### src/rtl/rx_ring_walker.sv
module rx_ring_walker #(
  parameter int AW         = 13,
  parameter int CW         = 8,
  parameter int RING_START = 0,
  parameter int RING_END   = 6655,
  parameter int TX_START   = 6656,
  parameter int MAX_LEN    = 1518
) (
  input  logic          clk,
  input  logic          rst_n,
  input  logic          start,
  input  logic [CW-1:0] pend_cnt,
  output logic          dec_strobe,
  output logic          mem_rd,
  output logic [AW-1:0] mem_addr,
  input  logic [7:0]    mem_rdata,
  output logic [AW-1:0] rdptr,
  output logic          rx_reset_req,
  output logic [7:0]    out_data,
  output logic          out_valid,
  output logic          out_sof,
  output logic          out_eof,
  input  logic          out_ready,
  output logic          busy
);
  localparam logic [AW-1:0] RS = RING_START[AW-1:0];
  localparam logic [AW-1:0] RE = RING_END[AW-1:0];

  typedef enum logic [3:0] {
    S_IDLE, S_HREQ, S_HCAP, S_CHECK, S_DREQ, S_DCAP, S_DOUT, S_FREE, S_SETTLE
  } st_t;

  st_t           st;
  logic [AW-1:0] ptr;
  logic [2:0]    idx;
  logic [7:0]    nlo, nhi, llo, lhi, byte_q;
  logic          ok_bit;
  logic [15:0]   cnt;

  wire [15:0]   nxt16 = {nhi, nlo};
  wire [15:0]   len   = {lhi, llo};
  wire [AW-1:0] nxt   = nxt16[AW-1:0];
  wire [AW-1:0] dm1   = nxt - AW'(1);
  wire          keep  = ok_bit && (len != 16'd0) && (len <= 16'(MAX_LEN)) &&
                        (nxt16 < 16'(TX_START));
  wire [AW-1:0] ptr_inc = (ptr == RE) ? RS : ptr + AW'(1);

  assign mem_rd       = (st == S_HREQ) || (st == S_DREQ);
  assign mem_addr     = ptr;
  assign out_valid    = (st == S_DOUT);
  assign out_data     = byte_q;
  assign out_sof      = out_valid && (cnt == len);
  assign out_eof      = out_valid && (cnt == 16'd1);
  assign dec_strobe   = (st == S_FREE);
  assign rx_reset_req = (st == S_CHECK) && !keep;
  assign busy         = (st != S_IDLE);

  always_ff @(posedge clk) begin
    if (!rst_n) begin
      st     <= S_IDLE;
      ptr    <= RS;
      rdptr  <= RE;
      idx    <= '0;
      nlo    <= '0;
      nhi    <= '0;
      llo    <= '0;
      lhi    <= '0;
      ok_bit <= 1'b0;
      cnt    <= '0;
      byte_q <= '0;
    end else begin
      case (st)
        S_IDLE: begin
          idx <= '0;
          if (start && pend_cnt != '0) st <= S_HREQ;
        end
        S_HREQ: st <= S_HCAP;
        S_HCAP: begin
          case (idx)
            3'd0: nlo <= mem_rdata;
            3'd1: nhi <= mem_rdata;
            3'd2: llo <= mem_rdata;
            3'd3: lhi <= mem_rdata;
            3'd4: ok_bit <= mem_rdata[7];
            default: ;
          endcase
          ptr <= ptr_inc;
          idx <= idx + 3'd1;
          st  <= (idx == 3'd5) ? S_CHECK : S_HREQ;
        end
        S_CHECK: begin
          cnt <= len;
          st  <= keep ? S_DREQ : S_FREE;
        end
        S_DREQ: st <= S_DCAP;
        S_DCAP: begin
          byte_q <= mem_rdata;
          st     <= S_DOUT;
        end
        S_DOUT: if (out_ready) begin
          ptr <= ptr_inc;
          cnt <= cnt - 16'd1;
          st  <= (cnt == 16'd1) ? S_FREE : S_DREQ;
        end
        S_FREE: begin
          ptr   <= nxt;
          rdptr <= (dm1 < RS || dm1 > RE) ? RE : dm1;
          st    <= S_SETTLE;
        end
        S_SETTLE: begin
          idx <= '0;
          st  <= (pend_cnt != '0) ? S_HREQ : S_IDLE;
        end
        default: st <= S_IDLE;
      endcase
    end
  end
endmodule


### config.mk
export PLATFORM = sky130hd
export DESIGN_NAME = rx_ring_walker
export DESIGN_NICKNAME = d
export VERILOG_FILES = /design/src/rtl/rx_ring_walker.sv
export SDC_FILE = /design/constraint.sdc
export NUM_CORES = 1
export LEC_CHECK = 0
export BUFFER_PORTS_ARGS = -buffer_cell sky130_fd_sc_hd__buf_2
export CORE_UTILIZATION = 39
export CTS_BUF_LIST = sky130_fd_sc_hd__clkbuf_4
export DETAILED_ROUTE_END_ITERATION = 10
export PLACE_DENSITY = 0.55
export SYNTH_ARGS = -nofsm -noshare
export SYNTH_HDL_FRONTEND = slang
export SYNTH_SLANG_ARGS = --single-unit
### constraint.sdc
create_clock -name clk -period 3.4 [get_ports clk]
set_input_delay 0.34 -clock clk [delete_from_list [all_inputs] [get_ports clk]]
set_output_delay 0.34 -clock clk [all_outputs]
set_load 0.005 [all_outputs]
Yosys cells after proc, flatten, opt, wreduce, memory -nomap -nowiden
Cells that the tools add are included.
{ "word_totals": {"input_bits": 20, "ff_bits": 90} }
{ "classes": {"order_cmp": 4, "n_eq_ne": 18, "reduce_logical": 27, "muxes": 14, "add_sub_neg": 4} }
{ "op_table": {"columns": ["operator", "count"], "rows": [
  ["$mux 13", 3],
  ["$pmux 13 s3", 1],
  ["$pmux 4 s9", 1],
  ["$pmux 16 s2", 1],
  ["$eq 16x1->1 const B", 1],
  ["$eq 16x16->1", 1],
  ["$eq 4x3->1 const B", 4],
  ["$le 16x11->1 const B", 1],
  ["$lt 16x13->1 const B", 1],
  ["$mux 16", 1],
  ["$reduce_and 2->1", 8],
  ["$reduce_bool 16->1", 1],
  ["$sub 16x1->16 const B", 1],
  ["$add 13x1->13 const B", 1],
  ["$eq 13x13->1 const B", 1],
  ["$gt 13x13->1 const B", 1],
  ["$lt 13x1->1 const B", 1],
  ["$sub 13x1->13 const B", 1],
  ["$eq 4x2->1 const B", 2],
  ["$mux 4", 2],
  ["$reduce_bool 8->1", 1],
  ["$logic_and 1x1->1", 7],
  ["$eq 3x2->1 const B", 2],
  ["$eq 3x3->1 const B", 2],
  ["other kinds (17)", 21]
]} }

Logic depth before layout (Yosys ltp)
Gate-level depths: netlist of the first run.
{ "depth": {"ltp_word": 6, "depth_mapped": 9} }

Worst setup path after synthesis of the first run
OpenSTA, ideal clock, no wires.
{ "synth_timing": {"kind": "register -> register", "start": "register cnt[0]", "end": "register cnt[10]", "required_time_ns": 3.281, "t_arrival_ns": 1.887, "synth_period_minus_slack_ns": 2.005, "setup_time_ns": 0.119, "path_stages_with_launch": 8, "setup_slack_ns": 1.395, "n_path_buf": 0, "cell_sequence": "dfxtp_1 inv_1 ha_1 or3b_2 nor2_1 nor4b_1 a31oi_1 o221a_2"} }
{ "synth_between": {"elab_chain_cells": 3} }
{ "synth_lines": {"columns": ["element", "line", "text"], "rows": [
  ["from (decl)", "38", "logic [15:0] cnt;"],
  ["from (signal assigned)", "92", "cnt <= len;"],
  ["from (signal assigned)", "102", "cnt <= cnt - 16'd1;"],
  ["$sub 16x1->16", "102", null],
  ["$mux 16", "100", "S_DOUT: if (out_ready) begin"],
  ["$pmux 16 s2", "72", "case (st)"]
]} }
Every way passes these cells. The select of a mux whose other input is x is not followed.
A chain may end at the register's enable or synchronous reset.

Worst setup path in the final report of the first run
{ "layout_timing": {"start": "register st[2]", "end": "output port out_eof"} }
{ "layout_between": {"elab_chain_cells": 2} }
{ "layout_lines": {"columns": ["element", "line", "text"], "rows": [
  ["from (decl)", "33", "st_t st;"],
  ["from (signal assigned)", "89", "st <= (idx == 3'd5) ? S_CHECK : S_HREQ;"],
  ["from (signal assigned)", "93", "st <= keep ? S_DREQ : S_FREE;"],
  ["from (signal assigned)", "103", "st <= (cnt == 16'd1) ? S_FREE : S_DREQ;"],
  ["$eq 4x3->1", "50", "assign out_valid = (st == S_DOUT);"],
  ["$logic_and 1x1->1", "53", "assign out_eof = out_valid && (cnt == 16'd1);"],
  ["to (decl)", "22", "output logic out_eof,"]
]} }
Every way passes these cells.

==> impl_metrics.json, run 1 <==
{
  "cts_sinks": 90,
  "yosysTopAreaCellShare_pct": 37.2,
  "pwr-share-comb_pct": 14.2,
  "die-area_um2": 12900,
  "gr-usage-all-layers_pct": 21.1,
  "ys_types": 64,
  "syn_avg_cell_area_um2": 8.23,
  "antenna_left": 0,
  "dr.pass1.iters": 4,
  "required_ns": 3.06,
  "drt_iter0_drc": 285,
  "peakVddDrop_mv": 0.239,
  "setup.worst_path.class": "reg2out",
  "via_per_inst": 5.53,
  "power_frac_clock_pct": 33.2,
  "cts_inserted_buffers": 9,
  "fmax_mhz": 360,
  "fillers": 1234,
  "holdBufCountCts": 0,
  "die_w_um": 113,
  "worst_pin_slew_ns": 0.975,
  "crit_fanout": 14,
  "swShare_pct": 29.4,
  "syn_to_final_growth_pct": 12.2,
  "hold_viol": 0,
  "clk_latency_ns": 0.47,
  "clockRootBuffer": "clkbuf_4",
  "antenna_found_initial": 0,
  "p_per_area_nw_per_um2": 392,
  "power.leakage_uw": 0.00231,
  "grt_first_pass_wirelength_um": 21500,
  "ys.flop_type": "dfxtp_1",
  "die_h_um": 113,
  "holdCritPathClass": "in2reg",
  "synth-edff-count": 0,
  "row_count": 40,
  "switching_power_uw": 626,
  "synthTopCellsByCount": "91 x nor2_1, 90 x dfxtp_1, 37 x nand2_1, 36 x a21oi_1, 34 x mux2i_1",
  "async_reset_ff_share_pct": 0,
  "crit_arrival_ns": 2.44,
  "dr.max_layer_used": "met4",
  "met3_length_um": 546,
  "pwr-share-seq_pct": 52.6,
  "drt-total-wl_um": 13000,
  "grt_overflow": 0,
  "n_antenna_cell": 0,
  "grt_start_max_net_pins": 59,
  "routabilityCongestion": 0.837,
  "routedWlPerCell_um": 16.2,
  "fin_setup_tns_ns": 0,
  "status": "finished clean",
  "syn_area_um2": 4850,
  "pin_count": 61,
  "synth_top_area_cell": "dfxtp_1",
  "synth_cells": 589,
  "slew_viol_final": 0,
  "final-setup-viol-count": 0,
  "maxSlewHeadroom_pct": 34.7,
  "start_util_pct": 40.2,
  "remaining_drc_errors": 0,
  "start_kind": "flop",
  "rsz0062_at_grt": "false",
  "wl_met1_um": 5910,
  "ys_warn_count": 0,
  "place.port_buffers": 60,
  "clkTransAtPathRegs_ns": 0.15,
  "synth_nets": 618,
  "synth_area_leaders": "dfxtp_1 37%, nor2_1 7.0%, mux2i_1 7.0%",
  "crit_path_end_kind": "primary output",
  "cts_max_level": 3,
  "synth_sequential_area_ratio_pct": 37.2,
  "dp_hpwl_um": 9130,
  "finClkSkew_ns": 0.0245,
  "cts_tree": "built",
  "clockBufferDepth": 2,
  "p_total_uw": 2130,
  "final_nets": 658,
  "grt_pass1_vias": 4120,
  "drv_cap": 0,
  "layout-drive-gt1-share_pct": 16.9,
  "wl_met2_um": 6420,
  "post-route-period-util_pct": 81.7,
  "cts_resized": 0,
  "min_period_ns": 2.78,
  "yosysMostFrequentCell": "nor2_1",
  "placeableCoreArea_um2": 12100,
  "ys_seq_elements": 90,
  "num_vias": 4437,
  "postCtsSetupBuffers": 0,
  "p_int_uw": 1510
}
registers in the layout (all words and copies together) (netlist names):
signal and count:
cnt 16, idx 3, lhi 8, llo 8, mem_addr 13, nhi 8
nlo 8, ok_bit 1, out_data 8, rdptr 13, st 4
final cells by class:
class,instances,area (µm²),area share [%]
Sequential cell,90,1800,33.1
Inverter,14,52.6,0.966
Timing Repair Buffer,69,368,6.76
Clock inverter,7,100,1.84
Clock buffer,9,67.6,1.24
Tap cell,168,210,3.86
Multi-Input combinational cell,445,2840,52.2
cells in the final DEF, fill, tap and decap left out, types with 3 or more instances in the layout:
cell,n
or3_1,3
o22ai_1,7
o21ai_0,22
nor4_1,10
nor2_1,91
and4_1,4
nand4_1,11
ha_1,9
inv_1,12
nor3_1,16
mux2i_1,34
xnor2_1,11
o21ai_1,9
nand3_1,19
a22oi_1,5
nand2_1,37
and2_1,4
a31oi_1,13
xor2_1,23
a22o_1,3
buf_4,9
nor2b_1,3
a211oi_1,7
nor4b_1,3
a21oi_1,36
nand2b_1,4
clkinvlp_4,3
o221a_2,3
o21a_1,4
clkbuf_4,9
buf_2,60
nand3b_1,3
a221oi_1,5
o211ai_1,3
o31ai_1,5
dfxtp_1,90
nand2_2,3
nand4b_1,3
final timing paths:
kind	slack, ns	cells after the start	end	startpoint
max	0.62	5	out_eof	st[2]$_SDFFE_PN0P_
min	0.15	3	cnt[7]$_SDFFE_PN0P_	rst_n
max reg2reg	0.85	4	cnt[3]$_SDFFE_PN0P_	st[2]$_SDFFE_PN0P_
min reg2reg	0.46	2	rdptr[9]$_SDFFE_PN0P_	rdptr[9]$_SDFFE_PN0P_
critical path: stages (launching register included):
cell and delay [ns]:
dfxtp_1 0.64, nand4bb_1 0.40, nor2_1 0.21, nand2_1 0.07
nor4_1 0.46, buf_2 0.20
metal layers:
layer | vias up | track usage, %
met3 | 12 | 4.94
met1 | 2118 | 27.0
li1 | 2202 | -
met2 | 105 | 36.2
met5 | - | 0
met4 | 0 | 4.47
kinds of logic (layout without fill, tap and decap cells):
logic type               count (synthesis)  after routing  share of synthesized area (%)
AND/OR/NAND/NOR                        233            233                           24.7
XOR/XNOR                                34             34                           6.14
flip-flops                              90             90                           37.2
buffers and inverters                   54             99                           4.52
adder cells (fa/ha/maj)                  9              9                           2.32
AO/OA/AOI/OAI                          134            134                           17.9
multiplexers                            35             35                           7.25
power by group through the flow:
stage / Sequential (µW) / Combinational (µW) / Clock, µW
6_report: 1120 / 303 / 707
5_1_grt: 1130 / 337 / 767
4_1_cts: 1120 / 305 / 728
3_5_place_dp: 1140 / 304 / 0
3_3_place_gp: 1140 / 304 / 0
2_1_floorplan: 1120 / 238 / 0
through the flow:
step	instances	instance area (µm²)	util (%)	worst slack, ns	hold slack [ns]
floorplan	589	4850	-	1.39	0.448
global placement	786	5270	43.7	0.992	0.448
detailed placement	786	5270	43.7	0.910	0.444
CTS	802	5440	45.1	0.567	0.117
global route	802	5440	45.1	0.301	0.127
finish	802	5440	45.1	0.621	0.153
Power figures use the tool's default switching activity.
==> run 2: changes to the inputs <==
PLACE_DENSITY = 0.58   (was 0.55)
clock period = 2.3 ns   (was 3.4 ns; I/O delays follow)
==> run 2 against run 1 <==
Wire length shrank 2.0%. Non-clock buffer count grew 14. Critical path type is now reg2reg. Combinational power grew 65%. Die area is the same. Largest cell class unchanged. Final area grew 3.0%. First-iteration DRC count shrank 19%. Clock power grew 26%. Critical path depth grew 2. Global-route usage shrank 0.44 points.
==> impl_metrics.json, run 2 (synthesized netlist as in run 1, its figures left out) <==
{
  "status": "finished clean",
  "required_ns": 2.67,
  "dp.cells": 800,
  "die_h_um": 113,
  "regMostFlops": "cnt",
  "clkTransAtPathRegs_ns": 0.15,
  "layout_commonest_cell": "nor2_1",
  "min_to": "lhi[5]$_SDFFE_PN0P_",
  "ff2ff_setup_slack_ns": 0.09,
  "setup.worst_path.class": "reg2reg",
  "reg2reg_from": "cnt[0]$_SDFFE_PN0P_",
  "start_util_pct": 40.2,
  "holdCritPathClass": "in2reg",
  "remaining_drc_errors": 0,
  "dr.pass1.iters": 4,
  "grt_first_pass_wirelength_um": 21000,
  "final_cell_mix": "91 x nor2_1, 81 x dfxtp_1, 60 x buf_2",
  "cts_tree": "built",
  "clockRootBuffer": "clkbuf_4",
  "worstReg2RegEnd": "cnt[10]$_SDFFE_PN0P_",
  "start_kind": "flop",
  "antenna_left": 0,
  "cts_sinks": 90,
  "place.port_buffers": 60,
  "syn_to_final_growth_pct": 15.5,
  "p_total_uw": 3040,
  "final-setup-viol-count": 0,
  "maxSlewHeadroom_pct": 56.2,
  "crit_path_end_kind": "flop",
  "slew_viol_final": 0,
  "n_antenna_cell": 0,
  "final_nets": 672,
  "cpLargestDelayFamily": "simple AND/OR/NAND/NOR gates",
  "largest_reg_flops": 16,
  "min_from": "mem_rdata[5]",
  "antenna_found_initial": 0,
  "instances_no_fill": 816,
  "drt-total-wl_um": 12800,
  "drv_cap": 0,
  "cp_cell_sequence": "inv_1, ha_1, or3b_2, nor2_1, nor4b_2, a31oi_1, o221a_2",
  "holdPathStages": 3,
  "die-area_um2": 12900,
  "placedInstanceArea_um2": 5390,
  "min_period_ns": 2.21,
  "clockBufferDepth": 2,
  "r2r_cells": 7,
  "row_count": 40,
  "grt_start_max_net_pins": 62,
  "peakVddDrop_mv": 0.509,
  "cts_inserted_buffers": 9,
  "die_w_um": 113,
  "crit_fanout": 7,
  "worst_pin_slew_ns": 0.656,
  "hold_viol": 0,
  "crit_arrival_ns": 2.58,
  "drt_iter0_drc": 230,
  "layout-drive-gt1-share_pct": 21.1,
  "critical_path_depth": 7,
  "placeableCoreArea_um2": 12100,
  "fillers": 1181,
  "post-route-period-util_pct": 95.9,
  "pin_count": 61,
  "grt_overflow": 0,
  "via_per_inst": 5.47,
  "p_per_area_nw_per_um2": 542,
  "grt_pass1_vias": 4113,
  "cts_max_level": 3,
  "fin_setup_tns_ns": 0,
  "power.leakage_uw": 0.00239,
  "routabilityCongestion": 0.880,
  "max_stage_delay_ns": 0.54,
  "fmax_mhz": 453,
  "cp_num_buf_inv": 1,
  "gr-usage-all-layers_pct": 20.7,
  "num_vias": 4466,
  "clk_latency_ns": 0.47,
  "slowest_stage": "or3b_2",
  "dp_hpwl_um": 9220,
  "design_area_um2": 5600,
  "finClkSkew_ns": 0.0129,
  "routedWlPerCell_um": 15.6
}
[run 2: worst max path at each step]
stage,startpoint,endpoint
2_1_floorplan,cnt[0]$_SDFFE_PN0P_,cnt[10]$_SDFFE_PN0P_
3_3_place_gp,cnt[0]$_SDFFE_PN0P_,cnt[10]$_SDFFE_PN0P_
3_5_place_dp,cnt[0]$_SDFFE_PN0P_,cnt[10]$_SDFFE_PN0P_
4_1_cts,cnt[4]$_SDFFE_PN0P_,out_eof
5_1_grt,cnt[0]$_SDFFE_PN0P_,cnt[10]$_SDFFE_PN0P_
6_report,cnt[0]$_SDFFE_PN0P_,cnt[10]$_SDFFE_PN0P_
[run 2: per-layer routing]
| layer | global-route usage (%) | up-vias | share of wire (%) |
|---|---|---|---|
| met5 | 0 | - | 0 |
| met4 | 5.00 | 0 | 1.2 |
| met3 | 4.94 | 12 | 4.9 |
| met2 | 35.6 | 107 | 49 |
| met1 | 26.0 | 2121 | 45 |
| li1 | - | 2226 | - |
[run 2: layout make-up]
cell class	instances	area, µm²	share of cell area (%)
inverters	14	53.8	0.961
clock inverters	7	70.1	1.25
clock buffers	9	67.6	1.21
flip-flops and latches	90	1810	32.4
well taps	168	210	3.75
multi-input cells	445	2900	51.7
repair buffers	83	489	8.74
[run 2: worst reg2reg max path: stages (launching register included)]
cell and delay [ns]:
dfxtp_1 0.40, inv_1 0.09, ha_1 0.21, or3b_2 0.54
nor2_1 0.17, nor4b_2 0.31, a31oi_1 0.13, o221a_2 0.27
[run 2: per-stage QoR]
step / hold slack, ns / worst slack [ns] / utilization (%)
6_report: 0.0630 / 0.0933 / 46.4
3_3_place_gp: 0.441 / 0.204 / 44.7
5_1_grt: 0.0302 / -0.107 / 46.4
2_1_floorplan: 0.374 / 0.295 / -
4_1_cts: 0.0261 / 0.0241 / 46.0
3_5_place_dp: 0.444 / 0.0520 / 44.7
[run 2: power breakdown]
part | internal (µW) | leakage (µW) | switching [µW]
registers | 1590 | 0.000732 | 50.5
clock network | 327 | 0.0000656 | 567
logic | 215 | 0.00159 | 285
[run 2: timing repair]
item / CTS / global route
resized for setup: 4 / 16
hold buffers: 0 / 0
endpoints found under the setup margin: 2 / 7
cloned: 0 / 0
buffers inserted: 0 / 0
pin swaps: 0 / 1
